$ cat src/rtl/wsg_pkg.sv
package wsg_pkg;
  parameter int unsigned SEL_W = 3;

  function automatic int unsigned chain_depth(int unsigned sel_w);
    return (1 << sel_w) - 1;
  endfunction
endpackage

$ cat src/rtl/wsg_fill_chain.sv
module wsg_fill_chain #(
  parameter int unsigned DEPTH = 7
) (
  input  logic             clk_i,
  input  logic             rst_ni,
  input  logic             clr_i,
  input  logic             adv_i,
  output logic [DEPTH-1:0] q_o
);
  logic [DEPTH:0] d;
  assign d[0] = 1'b1;

  for (genvar k = 0; k < DEPTH; k++) begin : g_stage
    always_ff @(posedge clk_i or negedge rst_ni) begin
      if (!rst_ni)    q_o[k] <= 1'b0;
      else if (clr_i) q_o[k] <= 1'b0;
      else if (adv_i) q_o[k] <= d[k];
    end
    assign d[k+1] = q_o[k];
  end
endmodule

$ cat src/rtl/wsg_tap_pick.sv
module wsg_tap_pick #(
  parameter int unsigned SEL_W = 3,
  localparam int unsigned DEPTH = (1 << SEL_W) - 1
) (
  input  logic [SEL_W-1:0] sel_i,
  input  logic [DEPTH-1:0] taps_i,
  output logic             tap_o
);
  // position 0 is a constant one: zero waits
  logic [DEPTH:0] ext;
  assign ext   = {taps_i, 1'b1};
  assign tap_o = ext[sel_i];
endmodule

$ cat src/rtl/wait_state_gen.sv
module wait_state_gen
  import wsg_pkg::*;
#(
  parameter int unsigned SW = SEL_W
) (
  input  logic          clk_i,
  input  logic          rst_ni,
  input  logic [SW-1:0] wait_sel_i,
  input  logic          dev_cs_i,
  input  logic          strobe_i,
  input  logic          t1_i,
  output logic          ready_o
);
  localparam int unsigned DEPTH = chain_depth(SW);

  logic             access;
  logic [DEPTH-1:0] taps;
  logic             tap;

  assign access = dev_cs_i & strobe_i;

  wsg_fill_chain #(.DEPTH(DEPTH)) i_chain (
    .clk_i  (clk_i),
    .rst_ni (rst_ni),
    .clr_i  (t1_i | ~access),
    .adv_i  (access),
    .q_o    (taps)
  );

  wsg_tap_pick #(.SEL_W(SW)) i_pick (
    .sel_i  (wait_sel_i),
    .taps_i (taps),
    .tap_o  (tap)
  );

  assign ready_o = ~rst_ni | ~access | tap;
endmodule

$ cat config.mk
export PLATFORM = sky130hd
export DESIGN_NAME = wait_state_gen
export DESIGN_NICKNAME = d
export VERILOG_FILES = /design/src/rtl/wsg_pkg.sv /design/src/rtl/wsg_fill_chain.sv /design/src/rtl/wsg_tap_pick.sv /design/src/rtl/wait_state_gen.sv
export SDC_FILE = /design/constraint.sdc
export NUM_CORES = 1
export LEC_CHECK = 0
export BUFFER_PORTS_ARGS = -buffer_cell sky130_fd_sc_hd__buf_2
export CORE_AREA = 3 3 40 42
export DETAILED_ROUTE_END_ITERATION = 10
export DIE_AREA = 0 0 43 45
export GPL_TIMING_DRIVEN = 0
export PLACE_DENSITY = 0.45
export SKIP_CTS_REPAIR_TIMING = 1
export SLEW_MARGIN = 20
export SYNTH_ARGS = -nofsm -noshare
export SYNTH_HDL_FRONTEND = slang
export SYNTH_SLANG_ARGS = --single-unit
$ cat constraint.sdc
create_clock -name clk_i -period 2.9 [get_ports clk_i]
set_input_delay 0.58 -clock clk_i [delete_from_list [all_inputs] [get_ports clk_i]]
set_output_delay 0.58 -clock clk_i [all_outputs]
set_load 0.01 [all_outputs]
==> results.json <==
{
  "finalHoldViolCount": 0,
  "worst-endpoint-arrival_ns": 1.65,
  "max-cap-violations": 0,
  "worst_slew_pin_slew_ns": 0.341,
  "dieArea_um2": 1940,
  "worstHoldPathType": "in2async",
  "start_kind": "primary input",
  "reg.largest.list": "i_chain.q_o x7",
  "ys_seq_elements": 7,
  "syn_avg_cell_area_um2": 13.3,
  "drc": 0,
  "synth_cell_types": 9,
  "final_util": 0.283,
  "final_antenna_net_count": 0,
  "yosys-top-cells-area": "dfrtp_1 63%, and2_1 13%, mux4_2 8.1%, mux2i_1 3.6%, a211o_1 3.1%",
  "multi_input_area_um2": 104,
  "drt_first_iter_violations": 2,
  "vias": 206,
  "fin_crit_ns": 2.23,
  "die_w_um": 43,
  "grt_pass1_wl_um": 924,
  "regArea_um2": 175,
  "clkLatencyLatePin_ns": 0.24,
  "synth.yosys.seq_area_share": 0.628,
  "syn_to_final_growth_pct": 30.5,
  "final_cell_mix": "8 x buf_2, 7 x dfrtp_1, 6 x and2_1, 3 x clkbuf_4, 2 x nor2_1",
  "setup_viol": 0,
  "drive_above_1_share": 0.364,
  "power.density_nw_per_um2": 535,
  "routabilityCongestion": 0.705,
  "rows": 13,
  "postSynthCellCount": 21,
  "status": "complete, no violations",
  "antenna_found_initial": 0,
  "final_common_cell": "buf_2",
  "clkSlewWorstSetupHoldPaths_ns": 0.05,
  "core_area_um2": 1280,
  "yosysTopAreaCellShare": 0.628,
  "ios": 9,
  "syn_area_um2": 279,
  "leakagePower_nw": 0.184,
  "wl_um": 533,
  "fmax_ghz": 0.448,
  "regMostFlops": "i_chain.q_o",
  "cp-end-kind": "output pin",
  "synth_top_cell_by_area": "dfrtp_1",
  "clock_skew_ns": 0.00133,
  "setup-tns-final_ns": 0,
  "worstPathMaxFanout": 3,
  "grtUsageTotal": 0.0748,
  "start_util": 0.217,
  "whs_ns": 0.162,
  "drv_slew": 0,
  "syn_nets": 29,
  "grt_max_degree": 9,
  "period_share": 0.770,
  "critical_path_class": "in2out",
  "nets": 42,
  "port_buffers": 8,
  "wire_per_inst_um": 11.1,
  "required_ns": 2.32,
  "largest_register_ff_count": 7,
  "overflow": 0,
  "grt_pass1_vias": 231,
  "maxSlewHeadroom": 0.772,
  "yosys_warnings": 0,
  "rsz0062_at_grt": "no",
  "max-vdd-ir-drop_mv": 0.0891,
  "cts-htree-levels": 1,
  "first_pass_iters": 2,
  "ctsRootBufferMaster": "clkbuf_4",
  "diodes": 0,
  "clock_path_buffers": 2,
  "fillers": 136,
  "die_h_um": 45,
  "cts-buffers-inserted": 3,
  "cts_tree": "yes",
  "viasPerCell": 4.29,
  "cts_sinks": 7
}
==> synthesized netlist by cell type <==
| master | number |
|---|---|
| a211o_1 | 1 |
| a221oi_1 | 1 |
| and2_1 | 6 |
| dfrtp_1 | 7 |
| mux2i_1 | 1 |
| mux4_2 | 1 |
| nand2_1 | 1 |
| nand3_1 | 1 |
| nor2_1 | 2 |
==> per-layer routing <==
layer	global-route usage	vias to the layer above	part of all wire
met2	0.108	9	0.49
met4	0.0904	0	0
met3	0.0478	0	0.14
met1	0.0644	98	0.37
met5	0	-	0
li1	-	99	-
==> logic make-up (layout without fill, tap and decap cells) <==
family | Yosys count | count (layout) | share of synthesized area
AO/OA/AOI/OAI | 2 | 2 | 0.0628
buffers and inverters | 0 | 12 | 0
flip-flops | 7 | 7 | 0.628
multiplexers | 2 | 2 | 0.117
AND/OR/NAND/NOR | 10 | 10 | 0.193
==> where the power goes <==
part | internal, W | switching, W | leakage (nW)
Sequential | 0.0000986 | 0.000000289 | 0.0973
Clock | 0.0000522 | 0.0000308 | 0.0150
Combinational | 0.00000602 | 0.00000687 | 0.0715
Total | 0.000157 | 0.0000380 | 0.184
==> final cells by class <==
class,count,area share
sequential,7,0.481
timing repair buffer,8,0.110
multi-input combinational,14,0.285
tap,15,0.0515
clock buffer,4,0.0722
==> worst max-delay path, stage by stage <==
cell and delay, ns:
buf_2 0.12, mux4_2 0.51, a211o_1 0.31, buf_2 0.14
==> per-stage QoR <==
stage                     worst slack (ns)  instances  cell area [µm²]  power [W]
final                                0.666         48              364   0.000195
after global routing                 0.627         48              364   0.000208
after CTS                            0.653         48              364   0.000202
after detailed placement             0.663         44              338   0.000114
after global placement               0.681         44              338   0.000113
after floorplan                      0.943         21              279   0.000104
==> path summary, 6_finish.rpt <==
check | start | end | slack (ns) | cells past startpoint
setup / recovery | wait_sel_i[1] | ready_o | 0.67 | 4
min in group clk_i | i_chain.q_o[0] | i_chain.q_o[1] | 0.48 | 1
hold reg to reg | i_chain.q_o[0] | i_chain.q_o[1] | 0.48 | 1
setup reg to reg | i_chain.q_o[3] | i_chain.q_o[4] | 2.28 | 1
max in group asynchronous | rst_ni | i_chain.q_o[4] | 2.58 | 1
hold / removal | rst_ni | i_chain.q_o[0] | 0.16 | 1
(Power assumes the default switching activity.)
